[config.mk]
export PLATFORM = sky130hd
export DESIGN_NAME = sysrst_ctrl
export DESIGN_NICKNAME = d
export VERILOG_FILES = /design/src/rtl/sysrst_pkg.sv /design/src/rtl/sysrst_arb.sv /design/src/rtl/sysrst_hold.sv /design/src/rtl/sysrst_wdt_ctl.sv /design/src/rtl/sysrst_ctrl.sv
export SDC_FILE = /design/constraint.sdc
export NUM_CORES = 1
export LEC_CHECK = 0
export BUFFER_PORTS_ARGS = -buffer_cell sky130_fd_sc_hd__buf_2
export CORE_MARGIN = 2
export CORE_UTILIZATION = 35
export CTS_BUF_LIST = sky130_fd_sc_hd__clkbuf_8
export DETAILED_ROUTE_END_ITERATION = 12
export GPL_TIMING_DRIVEN = 0
export PLACE_DENSITY_LB_ADDON = 0.2
export SLEW_MARGIN = 20
export SYNTH_ARGS = -nofsm -noshare
export SYNTH_HDL_FRONTEND = slang
export SYNTH_SLANG_ARGS = --single-unit
[constraint.sdc]
create_clock -name clk_i -period 1.9 [get_ports clk_i]
set_clock_uncertainty 0.15 [all_clocks]
set_input_delay 0.095 -clock clk_i [delete_from_list [all_inputs] [get_ports clk_i]]
set_output_delay 0.095 -clock clk_i [all_outputs]
set_load 0.02 [all_outputs]
[src/rtl/sysrst_pkg.sv]
package sysrst_pkg;
  localparam int unsigned NUM_SRC = 5;
  // request index == priority rank, 0 highest
  localparam int unsigned SRC_SW    = 0;
  localparam int unsigned SRC_FLASH = 1;
  localparam int unsigned SRC_WDT   = 2;
  localparam int unsigned SRC_CMP   = 3;
  localparam int unsigned SRC_RTC   = 4;
  // register bit positions
  localparam int unsigned BIT_SW    = 4;
  localparam int unsigned BIT_SHARE = 5;
  localparam int unsigned BIT_FLASH = 6;
  localparam int unsigned BIT_RTC   = 7;

  typedef struct packed {
    logic rtc;
    logic flash;
    logic share;
    logic sw;
  } cause_t;
endpackage

[src/rtl/sysrst_arb.sv]
module sysrst_arb #(
  parameter int unsigned N = 5
) (
  input  logic [N-1:0] req_i,
  output logic [N-1:0] gnt_o,
  output logic         any_o
);
  logic [N:0] seen;
  assign seen[0] = 1'b0;
  for (genvar i = 0; i < N; i++) begin : g_pri
    assign gnt_o[i]  = req_i[i] & ~seen[i];
    assign seen[i+1] = seen[i] | req_i[i];
  end
  assign any_o = seen[N];
endmodule

[src/rtl/sysrst_hold.sv]
module sysrst_hold #(
  parameter int unsigned HOLD = 8
) (
  input  logic clk_i,
  input  logic rst_ni,
  input  logic load_i,
  output logic busy_o
);
  localparam int unsigned CW = $clog2(HOLD + 1);
  localparam logic [CW-1:0] HOLD_V = CW'(HOLD);
  logic [CW-1:0] cnt_q;

  always_ff @(posedge clk_i or negedge rst_ni) begin
    if (!rst_ni)          cnt_q <= '0;
    else if (load_i)      cnt_q <= HOLD_V;
    else if (cnt_q != '0) cnt_q <= cnt_q - 1'b1;
  end
  assign busy_o = (cnt_q != '0);
endmodule

[src/rtl/sysrst_wdt_ctl.sv]
module sysrst_wdt_ctl #(
  parameter int unsigned DIV = 12
) (
  input  logic clk_i,
  input  logic rst_ni,
  input  logic start_i,
  input  logic off_i,
  input  logic lowpwr_i,
  output logic active_o,
  output logic tick_o
);
  localparam int unsigned DW = (DIV > 1) ? $clog2(DIV) : 1;
  localparam logic [DW-1:0] LAST = DW'(DIV - 1);
  logic          en_q;
  logic [DW-1:0] div_q;

  always_ff @(posedge clk_i or negedge rst_ni) begin
    if (!rst_ni)       en_q <= 1'b1;
    else if (start_i)  en_q <= 1'b1;
    else if (off_i)    en_q <= 1'b0;
  end

  // enable kept through low power, only masked
  assign active_o = en_q & ~lowpwr_i;

  always_ff @(posedge clk_i or negedge rst_ni) begin
    if (!rst_ni)       div_q <= '0;
    else if (start_i)  div_q <= '0;
    else if (active_o) div_q <= (div_q == LAST) ? '0 : div_q + 1'b1;
  end
  assign tick_o = active_o & (div_q == LAST);
endmodule

[src/rtl/sysrst_ctrl.sv]
module sysrst_ctrl
  import sysrst_pkg::*;
#(
  parameter int unsigned HOLD_CYC = 8,
  parameter int unsigned WDT_DIV  = 12
) (
  input  logic       clk_i,
  input  logic       rst_ni,
  input  logic       reg_we_i,
  input  logic [7:0] reg_wdata_i,
  output logic [7:0] reg_rdata_o,
  input  logic       cmp_lt_i,
  input  logic       cmp_wake_en_i,
  input  logic       wdt_expire_i,
  input  logic       wdt_off_i,
  input  logic       flash_viol_i,
  input  logic       rtc_osc_fail_i,
  input  logic       rtc_alarm_i,
  input  logic       lowpwr_i,
  output logic       sys_rst_o,
  output logic       wdt_active_o,
  output logic       wdt_tick_o
);
  logic               busy, idle, accept;
  logic               cmp_arm_q, rtc_arm_q;
  logic [NUM_SRC-1:0] req, gnt;
  cause_t             cause_q;

  assign idle = ~busy;

  always_comb begin
    req            = '0;
    req[SRC_SW]    = reg_we_i & reg_wdata_i[BIT_SW];
    req[SRC_FLASH] = flash_viol_i;
    req[SRC_WDT]   = wdt_expire_i & wdt_active_o;
    req[SRC_CMP]   = cmp_arm_q & cmp_lt_i & (~lowpwr_i | cmp_wake_en_i);
    req[SRC_RTC]   = rtc_arm_q & (rtc_osc_fail_i | rtc_alarm_i);
    if (!idle) req = '0;
  end

  sysrst_arb #(.N(NUM_SRC)) u_arb (
    .req_i (req),
    .gnt_o (gnt),
    .any_o (accept)
  );

  sysrst_hold #(.HOLD(HOLD_CYC)) u_hold (
    .clk_i  (clk_i),
    .rst_ni (rst_ni),
    .load_i (accept),
    .busy_o (busy)
  );

  sysrst_wdt_ctl #(.DIV(WDT_DIV)) u_wdt (
    .clk_i    (clk_i),
    .rst_ni   (rst_ni),
    .start_i  (accept),
    .off_i    (wdt_off_i & idle),
    .lowpwr_i (lowpwr_i),
    .active_o (wdt_active_o),
    .tick_o   (wdt_tick_o)
  );

  always_ff @(posedge clk_i or negedge rst_ni) begin
    if (!rst_ni) begin
      cmp_arm_q <= 1'b0;
      rtc_arm_q <= 1'b0;
    end else if (idle && reg_we_i) begin
      cmp_arm_q <= reg_wdata_i[BIT_SHARE];
      rtc_arm_q <= reg_wdata_i[BIT_RTC];
    end
  end

  // cause latched at assertion; comparator and watchdog share one bit
  always_ff @(posedge clk_i or negedge rst_ni) begin
    if (!rst_ni) begin
      cause_q <= '0;
    end else if (accept) begin
      cause_q.sw    <= gnt[SRC_SW];
      cause_q.flash <= gnt[SRC_FLASH];
      cause_q.share <= gnt[SRC_WDT] | gnt[SRC_CMP];
      cause_q.rtc   <= gnt[SRC_RTC];
    end
  end

  always_comb begin
    reg_rdata_o            = '0;
    reg_rdata_o[BIT_SW]    = cause_q.sw;
    reg_rdata_o[BIT_SHARE] = cause_q.share;
    reg_rdata_o[BIT_FLASH] = cause_q.flash;
    reg_rdata_o[BIT_RTC]   = cause_q.rtc;
  end

  assign sys_rst_o = busy;
endmodule

After elaboration in Yosys (flattened, before gate mapping)
Index checks and enable logic that the tools add are counted.
Widths: inputs -> output; s select.
- reduce and logical (&&, ||, !) cells: 5
- add/subtract/negate cells: 2
- mux-type cells: 8
- eq/ne operators: 1
- bitwise logic cells: 25
- operator list (operator ; count):
    $mux 4 ; 5
    $and 1x1->1 ; 12
    $or 1x1->1 ; 7
    $not 1->1 ; 6
    $reduce_bool 2->1 ; 3
    $mux 5 ; 1
    $add 4x1->4 const B ; 1
    $eq 4x4->1 const B ; 1
    $reduce_bool 4->1 ; 1
    $sub 4x1->4 const B ; 1
    $mux 1 ; 2
    $logic_and 1x1->1 ; 1
- output and inout port bits: 11
- bits of input ports: 19
- bits in registers: 15

Longest topological paths before layout
- word-level depth: 9
- depth in mapped cells: 6
- gate-level depth less buffers: 6

By module
Synthesis repeated with hierarchy kept, for this count alone.
- cell total of the unflattened synthesis: 86
- area total of the unflattened synthesis: 857.1 sq um
- by module, submodules not included (module ; cells an instance ; instances ; sequential area each (sq um) ; area each (sq um)):
    sysrst_ctrl ; 30 ; 1 ; 150.1 ; 320.3
    sysrst_wdt_ctl ; 29 ; 1 ; 126.4 ; 264.0
    sysrst_hold ; 20 ; 1 ; 100.1 ; 217.7
    sysrst_arb ; 7 ; 1 ; 0.0 ; 55.1

Least setup slack after synthesis
OpenSTA, ideal clock, no wires.
- kind: register to register
- start: register u_hold.cnt_q[0]
- end: register u_hold.cnt_q[3]
- cell stages (with the launch flop): 7
- setup slack: 334 ps
- buffers on the path: 0
- period minus slack after synthesis: 1566 ps
- data arrival time: 1292 ps
- data required time: 1626 ps
- cells stage by stage: dfrtp_1 -> inv_1 -> ha_1 -> and2_1 -> inv_1 -> a21oi_2 -> a211o_1
- word-level cells in the longest chain between the ends: 7
- elaborated cells between the ends (all ways): 10
- ends and longest elaborated chain (item ; RTL line ; text):
    from (decl) ; sysrst_hold.sv:11 ; logic [CW-1:0] cnt_q;
    from (signal assigned) ; sysrst_hold.sv:16 ; else if (cnt_q != '0) cnt_q <= cnt_q - 1'b1;
    $reduce_bool 4->1 (*) ; sysrst_hold.sv:18 ; assign busy_o = (cnt_q != '0);
    named net sys_rst_o ; sysrst_ctrl.sv:20 ; output logic sys_rst_o,
    $mux 5 ; sysrst_ctrl.sv:38 ; if (!idle) req = '0;
    $or 1x1->1 (4 in a row) ; sysrst_arb.sv:12 ; assign seen[i+1] = seen[i] | req_i[i];
    $mux 4 or $reduce_bool 2->1 (tied branches) ; - ;
The timed path passes the listed nets; every way through them passes the cells marked *. The select of a mux whose other input is x is not followed.
A chain may end at the register's enable or synchronous reset.

Worst setup path in the final report
- start: register u_hold.cnt_q[0]
- end: output port sys_rst_o
- word-level cells in the longest chain between the ends: 1
- ends and longest elaborated chain (item ; RTL line):
    $reduce_bool 4->1 ; sysrst_hold.sv:18
    to (decl) ; sysrst_ctrl.sv:20
Every way passes these cells.

==> qor.yml <==
status: "completed"
startpoint_type: "register"
ys_ff_latch: 15
synth-adder-area-share_pct: 3.09
syn-cell-area_um2: 811
numPortBuffers: 20
grt_pass1_wl_mm: 2.49
place_hpwl_mm: 1.21
yosysMostFrequentCell: "dfrtp_1"
grt.overflow.total: 0
pwr-share-clk_pct: 17.1
synth_cell_types: 32
cts_tree: "built"
timing.hold.ws_ns: 0.0270
wire_per_inst_um: 10.8
r2r-start: "u_hold.cnt_q[0]"
clk_path_buf_depth: 2
synthArstFlopShare_pct: 100
gp_congestion: 0.738
first_iter_violations: 8
yosysWarnings: 0
track_usage_pct: 12.4
path_clk_slew_ns: 0.06
post-route-period-util_pct: 88.3
hold_class: "in2reg"
fin_crit_ns: 1.68
cts_resized: 0
hold_viol_final: 0
syn_inst: 82
fmax_ghz: 0.596
pwr-share-comb_pct: 42.6
pwr-share-seq_pct: 40.3
holdBufCountCts: 5
clk_latency_ns: 0.24
nets: 136
first_pass_iters: 4
synth_compound_area_share_pct: 21.1
synth_top_family_by_area: "compound AO/OA/AOI/OAI gates"
timing.reg2reg.setup_slack_ns: 0.28
switching_share_pct: 37.9
grt_max_degree: 16
ioPinCount: 30
avgViaCountPerCell: 4.78
h-tree-depth: 1
n_antenna_cell: 0
cp_max_fo: 4
rows: 17
synth_ff_type: "dfrtp_1"
slew_viol_final: 0
drt_wl_total_mm: 1.53
postSynthAreaPerCell_um2: 9.89
rsz0062_at_grt: "no"
via_count: 679
core_um2: 2190
yosysTopAreaCell: "dfrtp_1"
synth.area.top_cells: "dfrtp_1, buf_4, nand2_1"
fp.dieW_um: 52.1
finalSetupTns_ns: 0
synth_edf_count: 0
synthMuxAreaShare_pct: 5.25
vdd_drop_max_mv: 0.695
p_total_mw: 1.48
fin_ws_ns: 0.222
setup_viol: 0
required_ns: 1.65
worstHoldEndpoint: "reg_rdata_o[4]"
power_density_nw_per_um2: 1410
ys_seq_area_share_pct: 46.5
drv_cap: 0
antenna_left: 0
cts-root-buf: "clkbuf_8"
fin_util_pct: 48.1
die_y_um: 52.1
critPathKind: "reg2out"
layout-drive-gt1-share_pct: 33.3
synthSimpleGateAreaFrac_pct: 17.1
timing.rr.end: "u_hold.cnt_q[3]"
start_util_pct: 37.0
leakagePower_nw: 0.510
first_global_vias: 599
p_int_mw: 0.921
synth_top_area_share_pct: 43.2
synth_common_cells: "dfrtp_1, nand2_1, nor2_1"
antenna_found_initial: 0
cts_setup_buffers: 0
holdPathStages: 3
min_from: "reg_wdata_i[4]"
switching_power_mw: 0.562
r2r_cells: 6
synth_xor_area_share_pct: 0
place_ws_ns: 0.288
cts_num_sinks: 15
cp.arrival_ns: 1.43
drc_errors: 0
die_area_um2: 2720
area_growth_pct: 29.9
cts_buffers: 3
cp-end-kind: "output port"
layout by cell type (no fill, tap or decap), types with 3 or more instances in the layout:
cell            n
a21oi_1         5
dlygate4sd3_1   5
conb_1          4
nand2_1        10
buf_4           5
inv_1           4
dfrtp_1        14
buf_2          20
o21ai_0         5
nor2_1          6
clkbuf_8        3
critical path: stages, from the launching register on:
cell and delay [ns]:
dfrtp_1 0.39, inv_1 0.06, ha_1 0.23, and2_1 0.19, inv_1 0.13, buf_2 0.19
power groups by stage:
stage	clock network [mW]	registers (mW)	logic [mW]
after global placement	0	0.593	0.615
after global routing	0.280	0.623	0.713
after floorplan	0	0.618	0.444
after CTS	0.261	0.597	0.641
after detailed placement	0	0.601	0.629
final	0.254	0.598	0.632
logic make-up after synthesis:
logic type	Yosys count
buffers and inverters	9
adders and majority gates	2
and+or+nand+nor	28
muxes	4
other	1
DFF	15
AOI/OAI and AO/OA	23
state kept, by name, summed over array words and instances, names as in the netlist:
register,count
rtc_arm_q,1
u_hold.cnt_q,4
u_wdt.en_q,1
u_wdt.div_q,4
cmp_arm_q,1
reg_rdata_o,4
metal layers:
metal  wire length (um)  GRT usage (%)  vias to the layer above  part of all wire, %
met3                 79           2.59                        2                  5.2
met1                734           15.8                      310                   48
met4                 11           5.13                        0                 0.72
met5                  0              0                        -                    0
li1                   -              -                      350                    -
met2                707           20.5                       17                   46
final cells by class:
type | count | area, um2
Fill cell | 223 | 1140
Clock inverter | 1 | 5.00
Tap cell | 28 | 35.0
Clock buffer | 3 | 41.3
Inverter | 4 | 15.0
Timing Repair Buffer | 25 | 150
Buffer | 5 | 37.5
Sequential cell | 15 | 377
Multi-Input combinational cell | 61 | 393
through the flow:
stage,cells,area (um2)
3_5_place_dp,133,957
2_1_floorplan,85,822
5_1_grt,142,1050
3_3_place_gp,133,957
6_report,142,1050
4_1_cts,142,1050
worst max-delay path by stage:
stage | slack (ns) | endpoint | start
2_1_floorplan | 0.33 | u_hold.cnt_q[3] | u_hold.cnt_q[0]
3_3_place_gp | 0.30 | u_wdt.div_q[0] | u_hold.cnt_q[0]
3_5_place_dp | 0.29 | u_hold.cnt_q[3] | u_hold.cnt_q[0]
4_1_cts | 0.21 | sys_rst_o | u_hold.cnt_q[0]
5_1_grt | 0.15 | sys_rst_o | u_hold.cnt_q[0]
6_report | 0.22 | sys_rst_o | u_hold.cnt_q[0]
Power figures use the tool's default switching activity.
